[config.mk]
export PLATFORM = sky130hd
export DESIGN_NAME = sadma_channel
export DESIGN_NICKNAME = d
export VERILOG_FILES = /design/src/rtl/sadma_pkg.sv /design/src/rtl/sadma_bus_seq.sv /design/src/rtl/sadma_chan_regs.sv /design/src/rtl/sadma_channel.sv
export SDC_FILE = /design/constraint.sdc
export NUM_CORES = 1
export LEC_CHECK = 0
export ABC_AREA = 1
export ABC_CLOCK_PERIOD_IN_PS = 2500
export BUFFER_PORTS_ARGS = -buffer_cell sky130_fd_sc_hd__buf_4
export CAP_MARGIN = 10
export CORE_MARGIN = 2
export CORE_UTILIZATION = 40
export CTS_CLUSTER_SIZE = 16
export DETAILED_ROUTE_END_ITERATION = 8
export PLACE_DENSITY = 0.65
export SLEW_MARGIN = 20
export SYNTH_ARGS = -nofsm -noshare
export SYNTH_HDL_FRONTEND = slang
export SYNTH_SLANG_ARGS = --single-unit
[constraint.sdc]
create_clock -name clk -period 2.5 [get_ports clk]
set_input_delay 0.625 -clock clk [delete_from_list [all_inputs] [get_ports clk]]
set_output_delay 0.625 -clock clk [all_outputs]
set_load 0.1 [all_outputs]
[src/rtl/sadma_pkg.sv]
package sadma_pkg;

    typedef enum logic [1:0] {
        SZ_BYTE = 2'd0,
        SZ_HALF = 2'd1,
        SZ_FULL = 2'd2
    } opsize_e;

    typedef enum logic [2:0] {
        PH_IDLE,
        PH_S0,
        PH_S2,
        PH_S4,
        PH_GAP
    } phase_e;

    typedef struct packed {
        logic    burst;
        logic    fast;
        logic    incr;
        opsize_e size;
    } chan_mode_t;

    function automatic logic [2:0] size_bytes(opsize_e s);
        case (s)
            SZ_BYTE: size_bytes = 3'd1;
            SZ_HALF: size_bytes = 3'd2;
            default: size_bytes = 3'd4;
        endcase
    endfunction

endpackage

[src/rtl/sadma_bus_seq.sv]
module sadma_bus_seq
    import sadma_pkg::*;
(
    input  logic clk,
    input  logic rst,
    input  logic active_i,
    input  logic abort_i,
    input  logic req_i,
    input  logic burst_i,
    input  logic fast_i,
    input  logic last_i,
    output logic cycle_o,
    output logic final_o,
    output logic boundary_o
);

    phase_e st_q, st_d;
    logic   req_q;
    logic   launch;

    // cycle steal needs a fresh edge, burst only a level
    assign launch = active_i && !abort_i && (burst_i ? req_i : (req_i && !req_q));

    always_comb begin
        st_d = st_q;
        case (st_q)
            PH_IDLE: if (launch) st_d = PH_S0;
            PH_S0:   st_d = fast_i ? PH_S4 : PH_S2;
            PH_S2:   st_d = PH_S4;
            PH_S4: begin
                if (last_i || abort_i || !burst_i)
                    st_d = PH_IDLE;
                else if (fast_i)
                    st_d = PH_GAP;
                else
                    st_d = req_i ? PH_S0 : PH_IDLE;
            end
            PH_GAP:  st_d = (active_i && !abort_i && req_i) ? PH_S0 : PH_IDLE;
            default: st_d = PH_IDLE;
        endcase
    end

    always_ff @(posedge clk) begin
        if (rst) begin
            st_q  <= PH_IDLE;
            req_q <= 1'b0;
        end else begin
            st_q  <= st_d;
            req_q <= req_i;
        end
    end

    assign cycle_o    = (st_q == PH_S0) || (st_q == PH_S2) || (st_q == PH_S4);
    assign final_o    = (st_q == PH_S4);
    assign boundary_o = (st_q == PH_IDLE) || (st_q == PH_GAP) || (st_q == PH_S4);


    fast_skip_chk: assert property (@(posedge clk) disable iff (rst)
        (st_q == PH_S0 && fast_i) |=> (st_q == PH_S4));


    std_mid_chk: assert property (@(posedge clk) disable iff (rst)
        (st_q == PH_S0 && !fast_i) |=> (st_q == PH_S2));


    fast_gap_chk: assert property (@(posedge clk) disable iff (rst)
        (st_q == PH_S4 && burst_i && fast_i && !last_i && !abort_i) |=> (st_q == PH_GAP));


    steal_stop_chk: assert property (@(posedge clk) disable iff (rst)
        (st_q == PH_S4 && !burst_i) |=> (st_q == PH_IDLE));

endmodule

[src/rtl/sadma_chan_regs.sv]
module sadma_chan_regs
    import sadma_pkg::*;
#(
    parameter int ADDR_W = 32,
    parameter int CNT_W  = 16
) (
    input  logic              clk,
    input  logic              rst,
    input  logic              start_i,
    input  logic              soft_rst_i,
    input  logic              incr_i,
    input  opsize_e           size_i,
    input  logic [ADDR_W-1:0] addr_init_i,
    input  logic [CNT_W-1:0]  cnt_init_i,
    input  logic              xfer_end_i,
    input  logic              boundary_i,
    output logic              active_o,
    output logic              last_o,
    output logic [ADDR_W-1:0] addr_o
);

    logic [ADDR_W-1:0] addr_q;
    logic [CNT_W-1:0]  cnt_q;
    logic              active_q;
    logic              start_q;
    logic              abort;
    logic [CNT_W-1:0]  step_c;
    logic [ADDR_W-1:0] step_a;

    assign abort  = soft_rst_i || !start_i;
    assign step_c = CNT_W'(size_bytes(size_i));
    assign step_a = ADDR_W'(size_bytes(size_i));
    assign last_o = (cnt_q <= step_c);

    always_ff @(posedge clk) begin
        if (rst) begin
            addr_q   <= '0;
            cnt_q    <= '0;
            active_q <= 1'b0;
            start_q  <= 1'b0;
        end else begin
            start_q <= start_i;
            if (!active_q) begin
                if (start_i && !start_q && !soft_rst_i) begin
                    addr_q   <= addr_init_i;
                    cnt_q    <= cnt_init_i;
                    active_q <= (cnt_init_i != '0);
                end
            end else begin
                if (xfer_end_i) begin
                    if (incr_i) addr_q <= addr_q + step_a;
                    cnt_q <= last_o ? '0 : (cnt_q - step_c);
                    if (last_o) active_q <= 1'b0;
                end
                if (abort && boundary_i) active_q <= 1'b0;
            end
        end
    end

    assign active_o = active_q;
    assign addr_o   = addr_q;


    arm_chk: assert property (@(posedge clk) disable iff (rst)
        (start_i && !start_q && !active_q && !soft_rst_i && cnt_init_i != '0) |=> active_q);


    hold_addr_chk: assert property (@(posedge clk) disable iff (rst)
        (active_q && xfer_end_i && !incr_i) |=> $stable(addr_q));


    final_clear_chk: assert property (@(posedge clk) disable iff (rst)
        (active_q && xfer_end_i && last_o) |=> !active_q);


    abort_clear_chk: assert property (@(posedge clk) disable iff (rst)
        (active_q && abort && boundary_i) |=> !active_q);

endmodule

[src/rtl/sadma_channel.sv]
module sadma_channel
    import sadma_pkg::*;
#(
    parameter int ADDR_W = 32,
    parameter int CNT_W  = 16,
    parameter int FC_W   = 3
) (
    input  logic              clk,
    input  logic              rst,
    input  logic              start_i,
    input  logic              soft_rst_i,
    input  logic              burst_i,
    input  logic              fast_i,
    input  logic              incr_i,
    input  logic [1:0]        size_i,
    input  logic [FC_W-1:0]   fc_i,
    input  logic [ADDR_W-1:0] dst_addr_i,
    input  logic [CNT_W-1:0]  byte_cnt_i,
    input  logic              req_i,
    output logic              ack_o,
    output logic              done_o,
    output logic              as_o,
    output logic              write_o,
    output logic              dbus_oe_o,
    output logic [ADDR_W-1:0] addr_o,
    output logic [FC_W-1:0]   fc_o,
    output logic [1:0]        siz_o,
    output logic              active_o
);

    chan_mode_t mode;
    logic       active, last, cycle, fin, boundary, abort;

    assign mode.burst = burst_i;
    assign mode.fast  = fast_i;
    assign mode.incr  = incr_i;
    assign mode.size  = opsize_e'(size_i);
    assign abort      = soft_rst_i || !start_i;

    sadma_chan_regs #(.ADDR_W(ADDR_W), .CNT_W(CNT_W)) i_regs (
        .clk        (clk),
        .rst        (rst),
        .start_i    (start_i),
        .soft_rst_i (soft_rst_i),
        .incr_i     (mode.incr),
        .size_i     (mode.size),
        .addr_init_i(dst_addr_i),
        .cnt_init_i (byte_cnt_i),
        .xfer_end_i (fin),
        .boundary_i (boundary),
        .active_o   (active),
        .last_o     (last),
        .addr_o     (addr_o)
    );

    sadma_bus_seq i_seq (
        .clk        (clk),
        .rst        (rst),
        .active_i   (active),
        .abort_i    (abort),
        .req_i      (req_i),
        .burst_i    (mode.burst),
        .fast_i     (mode.fast),
        .last_i     (last),
        .cycle_o    (cycle),
        .final_o    (fin),
        .boundary_o (boundary)
    );

    assign ack_o     = cycle;
    assign as_o      = cycle;
    assign write_o   = cycle;
    assign dbus_oe_o = 1'b0;
    assign done_o    = fin && last;
    assign fc_o      = fc_i;
    assign siz_o     = size_i;
    assign active_o  = active;


    done_quiet_chk: assert property (@(posedge clk) disable iff (rst)
        done_o |=> !ack_o);

endmodule

==> impl_metrics.py, run 1 <==
metrics = {
    "run_status": {
        "status": "finished, violations left",
        "violations": "negative setup slack",
    },
    "floorplan": {
        "row_count": 36,
        "start_util": 0.411,
        "design.core.area_um2": 9730,
        "num_io_pins": 104,
        "die_x_um": 104,
        "die_height_um": 104,
        "dieArea_um2": 10800,
    },
    "clock_network": {
        "clkSinkCount": 54,
        "htreeDepth": 2,
        "worstSkewPairLatency_ps": 320,
        "cts_buffers": 5,
        "clockBufferDepth": 2,
        "clkTransAtPathRegs_ps": 100,
        "ctsRootBufferMaster": "clkbuf_8",
        "tritoncts": "built",
    },
    "pwr": {
        "power_mw": 2.43,
        "power_density_nw_per_um2": 473,
        "p_sw_mw": 0.932,
        "p_seq_frac": 0.397,
        "p_int_mw": 1.50,
        "combPwrFrac": 0.345,
        "p_leak_nw": 2.11,
        "peakVddDrop_uv": 349,
        "p_sw_frac": 0.384,
        "p_clk_frac": 0.258,
    },
    "yosys": {
        "syn_inst": 679,
        "syn_nets": 748,
        "synth_flop_cell": "dfxtp_1",
        "yosysUniqueCellTypes": 40,
        "synth_top_area_cell": "dfxtp_1",
        "async_flop_share": 0,
        "avgSynthCellArea_um2": 5.89,
        "ys_warn_count": 0,
        "synth_edf_count": 0,
        "ys_top_cells_by_area": "dfxtp_1 (27%), nand2_1 (17%), nor2_1 (12%)",
        "synth_top_area_share": 0.270,
        "synth.cell_area_um2": 4000,
        "ys_seq_area_frac": 0.270,
        "ys_seq_elements": 54,
    },
    "timing": {
        "fmax_ghz": 0.379,
        "grt_setup_unrepaired": "yes",
        "setup_ws_ps": -142,
        "drv_slew": 0,
        "whs_ps": 515,
        "final.setup_skew_ps": 10.3,
        "worstMarginPinSlew_ps": 662,
        "final_hold_viol_count": 0,
        "fin_crit_sh": 1.06,
        "maxSlewHeadroom": 0.558,
        "setup_violations": 1,
        "min_period_ps": 2640,
    },
    "worst_setup_path": {
        "r2r-start": "i_regs.cnt_q[0]",
        "critPathRequiredTime_ps": 1880,
        "crit_path_end_kind": "output port",
        "cp-start-kind": "primary input",
        "rr_endpoint": "i_regs.cnt_q[3]",
        "crit_slowest_cell": "fa_2",
        "reg2regPathDepth": 13,
        "crit_fanout": 2,
        "crit_arrival_ps": 2020,
        "worst-path-buf-inv": 3,
        "critPathKind": "in2out",
        "critPathTopFamily": "simple AND/OR/NAND/NOR gates",
        "cp_num_cells": 11,
        "crit_path_max_incr_delay_ps": 340,
        "crit_chain": "buf_6 > nor2_4 > ha_4 > inv_2 > fa_2 > nand2_2 > nand2_2 > o21ai_2 > nand3_2 > nor2_4 > buf_12",
        "rrSetupSlack_ps": 380,
    },
    "finish": {
        "final_nets": 846,
        "area_delta_synth_final_pct": 28.4,
        "fin_cells": 910,
        "fillCellCount": 1035,
        "drive_gt1_frac": 0.219,
        "final_util": 0.528,
        "diodes": 0,
    },
    "min_path": {
        "hold_class": "reg2reg",
        "worstHoldEndpoint": "i_regs.addr_o[2]",
        "hp-start": "i_regs.addr_o[2]",
        "min_path_cells": 2,
    },
    "routing": {
        "num_vias": 4641,
        "wl_per_cell_um": 13.2,
        "vias_per_cell": 5.10,
        "top_layer": "met4",
        "routed-wl-met3_um": 757,
        "drt_iter0_drc": 225,
        "wl_met2_mm": 5.88,
        "drc": 0,
        "drtAntennaViolNets": 0,
        "first_pass_iters": 5,
        "wirelength_met1_mm": 5.26,
        "routed_wl_mm": 12.0,
    },
    "global_route": {
        "antenna_found_initial": 0,
        "grt_util_all_layers": 0.220,
        "grt_pass1_wl_mm": 20.1,
        "grt-ovfl-total": 0,
        "grt_pass1_vias": 4227,
        "grt_max_degree": 55,
    },
    "flow_run": {
        "maxCapViolations": 0,
    },
    "placement": {
        "hpwlAfterDp_mm": 9.11,
        "place_inst": 899,
        "place_congestion": 0.860,
        "port_buffers": 96,
    },
}
-- how the worst max path moves through the flow --
stage	from	to	slack, ps
floorplan	size_i[0]	done_o	-380
global placement	size_i[0]	done_o	-480
detailed placement	size_i[0]	done_o	-520
CTS	size_i[1]	done_o	-190
global route	size_i[0]	done_o	-190
finish	size_i[0]	done_o	-140
-- power groups by stage --
stage	logic (mW)	clock network [mW]	registers (mW)
floorplan	0.460	0	1.12
global placement	0.799	0	0.980
detailed placement	0.809	0	0.982
CTS	0.833	0.638	0.963
global route	0.904	0.665	0.972
finish	0.838	0.628	0.964
-- cells in the mapped netlist, types with 2 or more instances --
cell / instances
a21oi_1: 64
buf_2: 4
buf_4: 9
buf_6: 4
clkbuf_1: 15
dfxtp_1: 54
fa_1: 2
ha_1: 6
inv_1: 52
inv_2: 2
nand2_1: 182
nand3_1: 48
nand3b_1: 8
nand4_1: 7
nor2_1: 125
nor3_1: 5
nor4_1: 5
o21ai_0: 51
o21ai_1: 3
or2_2: 7
xnor2_1: 3
xor2_1: 5
-- routing by layer --
| metal | track usage | vias to the layer above |
|---|---|---|
| li1 | - | 2382 |
| met1 | 0.290 | 2102 |
| met2 | 0.373 | 146 |
| met3 | 0.0388 | 11 |
| met4 | 0.0531 | 0 |
| met5 | 0 | - |
-- area by class of cell --
cell class              instances  area [um^2]  share of cell area
multi-input cells             537         2610               0.508
flip-flops and latches         54         1080               0.211
repair buffers                124          955               0.186
inverters                      55          206              0.0402
well taps                     133          166              0.0324
clock buffers                   6         82.6              0.0161
clock inverters                 1         30.0             0.00585
-- worst register-to-register path, stage by stage (launching register included) --
cell	delay [ps]
dfxtp_1	330
inv_1	110
ha_4	150
inv_2	40
fa_2	340
nand2_2	80
nand2_2	60
o21ai_2	80
nand3_2	120
buf_4	170
nand2_1	70
inv_1	210
o21ai_0	170
a21oi_1	90
-- what timing repair did --
item / 4_1_cts / 5_1_grt
pin swaps: 7 / 9
cloned: 0 / 0
setup buffers: 3 / 1
resized for setup: 19 / 13
hold buffers: 0 / 0
setup endpoints to repair: 4 / 16
-- flip-flops by register name (all words and copies together) (netlist names) --
register / count
i_seq.st_q: 3
i_regs.start_q: 1
i_regs.addr_o: 32
i_regs.cnt_q: 16
i_seq.req_q: 1
i_regs.active_o: 1
-- placed cells by master, fill, tap and decap left out, types with 2 or more instances in the layout --
cell type,count
a21oi_1,64
buf_4,121
clkbuf_8,6
dfxtp_1,51
dfxtp_2,3
fa_2,2
ha_1,4
inv_1,49
inv_2,5
nand2_1,178
nand2_2,4
nand2_4,2
nand3_1,47
nand3b_1,8
nand4_1,7
nor2_1,119
nor2_2,2
nor2_4,6
nor3_1,5
nor4_1,5
o21ai_0,49
o21ai_1,4
o21ai_4,2
or2_2,7
xnor2_1,3
xor2_1,5
-- stage by stage --
stage	TNS (ps)	cell area, um^2	worst slack (ps)
6_report	-142	5130	-142
3_5_place_dp	-8900	4890	-520
4_1_cts	-193	5090	-193
2_1_floorplan	-376	4010	-376
3_3_place_gp	-6120	4890	-478
5_1_grt	-191	5130	-191
-- kinds of logic after synthesis --
kind of cell,share of synthesized area
XOR/XNOR,0.0175
adder cells (fa/ha/maj),0.0288
flip-flops,0.270
AND/OR/NAND/NOR,0.416
other,0.000938
AO/OA/AOI/OAI,0.167
buffers and inverters,0.0998
Power figures use the tool's default switching activity.
==> run 2: changes to the inputs <==
Settings changed: ABC_CLOCK_PERIOD_IN_PS 2500 to 3080, CTS_CLUSTER_SIZE 16 to 10, TNS_END_PERCENT set to 5.
Clock period 2.5 ns to 3.08 ns, I/O delays scaled along.
==> run 2 against run 1 <==
The run now ends clean. Sequential share of layout area rose by 0.73 points. Final area fell by 3.6%. First-iteration DRC count fell by 2.2%. Sequential power fell by 19%.
==> impl_metrics.py, run 2 (synthesized netlist as in run 1, its figures left out) <==
metrics = {
    "run_status": {
        "status": "complete, no violations",
    },
    "routing": {
        "top_layer": "met4",
        "routed_wl_mm": 11.9,
        "num_vias": 4546,
        "first_pass_iters": 5,
        "wl_met2_mm": 5.67,
        "wirelength_met1_mm": 5.26,
        "drc": 0,
        "drt_iter0_drc": 220,
        "wl_per_cell_um": 13.2,
        "drtAntennaViolNets": 0,
        "vias_per_cell": 5.07,
        "routed-wl-met3_um": 693,
    },
    "timing": {
        "drv_slew": 0,
        "fin_crit_sh": 0.965,
        "maxSlewHeadroom": 0.596,
        "worstMarginPinSlew_ps": 606,
        "final_hold_viol_count": 0,
        "grt_setup_unrepaired": "no",
        "fmax_ghz": 0.336,
        "min_period_ps": 2970,
        "setup_violations": 0,
        "final.setup_skew_ps": 13.3,
    },
    "placement": {
        "place_inst": 886,
        "hpwlAfterDp_mm": 8.83,
        "place_congestion": 0.888,
        "port_buffers": 96,
    },
    "global_route": {
        "grt-ovfl-total": 0,
        "grt_pass1_wl_mm": 20.1,
        "antenna_found_initial": 0,
        "grt_util_all_layers": 0.220,
        "grt_pass1_vias": 4300,
        "grt_max_degree": 35,
    },
    "finish": {
        "diodes": 0,
        "fin_cells": 897,
        "largest_register_ffs": 32,
        "area_delta_synth_final_pct": 23.8,
        "drive_gt1_frac": 0.188,
        "final_cell_mix": "nand2_1 (180), nor2_1 (123), buf_4 (108)",
        "final_common_cell": "nand2_1",
        "final_nets": 832,
    },
    "worst_setup_path": {
        "crit_slowest_cell": "fa_2",
        "worst-path-buf-inv": 3,
        "crit_fanout": 3,
        "crit_arrival_ps": 2200,
        "crit_chain": "buf_6 > nor2_4 > ha_4 > inv_2 > fa_2 > nand2_2 > nand2_2 > o21ai_2 > nand3_2 > nor2_4 > buf_12",
        "crit_path_end_kind": "output port",
        "reg2regPathDepth": 14,
        "cp_num_cells": 11,
        "crit_path_max_incr_delay_ps": 340,
        "cp-start-kind": "primary input",
        "critPathKind": "in2out",
        "critPathTopFamily": "simple AND/OR/NAND/NOR gates",
        "critPathRequiredTime_ps": 2310,
    },
    "floorplan": {
        "num_io_pins": 104,
        "row_count": 36,
        "design.core.area_um2": 9730,
        "dieArea_um2": 10800,
        "start_util": 0.411,
        "die_x_um": 104,
        "die_height_um": 104,
    },
    "clock_network": {
        "clkTransAtPathRegs_ps": 90,
        "worstSkewPairLatency_ps": 330,
        "clockBufferDepth": 2,
        "ctsHoldBuffers": 0,
        "htreeDepth": 2,
        "cts_buffers": 5,
        "ctsRootBufferMaster": "clkbuf_8",
        "tritoncts": "built",
        "clkSinkCount": 54,
    },
    "min_path": {
        "hold_class": "reg2reg",
        "min_path_cells": 2,
    },
    "pwr": {
        "p_leak_nw": 2.01,
        "power_density_nw_per_um2": 380,
        "peakVddDrop_uv": 210,
        "power_mw": 1.88,
    },
    "flow_run": {
        "maxCapViolations": 0,
    },
}
==> run 2: cell count changes in the layout (fill, tap and decap cells not counted), sizes merged <==
cell    change
buf        -14
bufinv      -1
clkbuf      +1
clkinv      +1
==> run 2: through the flow <==
| stage | area (um^2) | hold WS (ps) | TNS [ps] | util | setup WS (ps) |
|---|---|---|---|---|---|
| finish | 4950 | 511 | 0 | 0.509 | 107 |
| CTS | 4920 | 513 | 0 | 0.506 | 18.2 |
| global route | 4950 | 547 | 0 | 0.509 | 9.98 |
| floorplan | 4030 | 497 | -1.73 | - | -1.73 |
| detailed placement | 4810 | 493 | -113 | 0.494 | -113 |
| global placement | 4810 | 493 | -81.2 | 0.494 | -81.2 |
==> run 2: layout make-up <==
type,count,area [um^2]
Multi-Input combinational cell,537,2560
Timing Repair Buffer,110,842
Fill cell,1048,4780
Inverter,55,206
Clock buffer,7,86.3
Tap cell,133,166
Clock inverter,1,5.00
Sequential cell,54,1080
==> run 2: worst register-to-register path, delay by kind of cell (launching register included) <==
family / cells / cell delay [ps]
compound gates: 3 / 300
flops: 1 / 320
fa+ha+maj: 2 / 480
buf+inv: 5 / 660
simple gates: 4 / 450
==> run 2: power by group <==
| part | leakage [nW] | internal, mW | switching, mW | total [mW] |
|---|---|---|---|---|
| registers | 0.441 | 0.736 | 0.0438 | 0.780 |
| logic | 1.52 | 0.204 | 0.456 | 0.660 |
| clock network | 0.0482 | 0.183 | 0.259 | 0.442 |
| total | 2.01 | 1.12 | 0.758 | 1.88 |
==> run 2: final timing paths <==
| path | start | to | slack [ps] |
|---|---|---|---|
| worst max-delay path | size_i[1] | done_o | 110 |
| worst min-delay path | i_regs.addr_o[2] | i_regs.addr_o[2] | 510 |
| worst max register to register | i_regs.cnt_q[0] | i_regs.cnt_q[3] | 780 |
| worst min register to register | i_regs.addr_o[2] | i_regs.addr_o[2] | 510 |
==> run 2: timing repair <==
action / 4_1_cts / 5_1_grt
cloned: 0 / 0
pin swaps: 2 / 6
setup buffers: 1 / 2
setup endpoints to repair: 1 / 1
resized for setup: 3 / 2
==> run 2: metal layers <==
| layer | GRT usage | vias to the layer above |
|---|---|---|
| met1 | 0.282 | 2026 |
| met4 | 0.0801 | 0 |
| met3 | 0.0282 | 17 |
| met5 | 0 | - |
| met2 | 0.377 | 146 |
| li1 | - | 2357 |
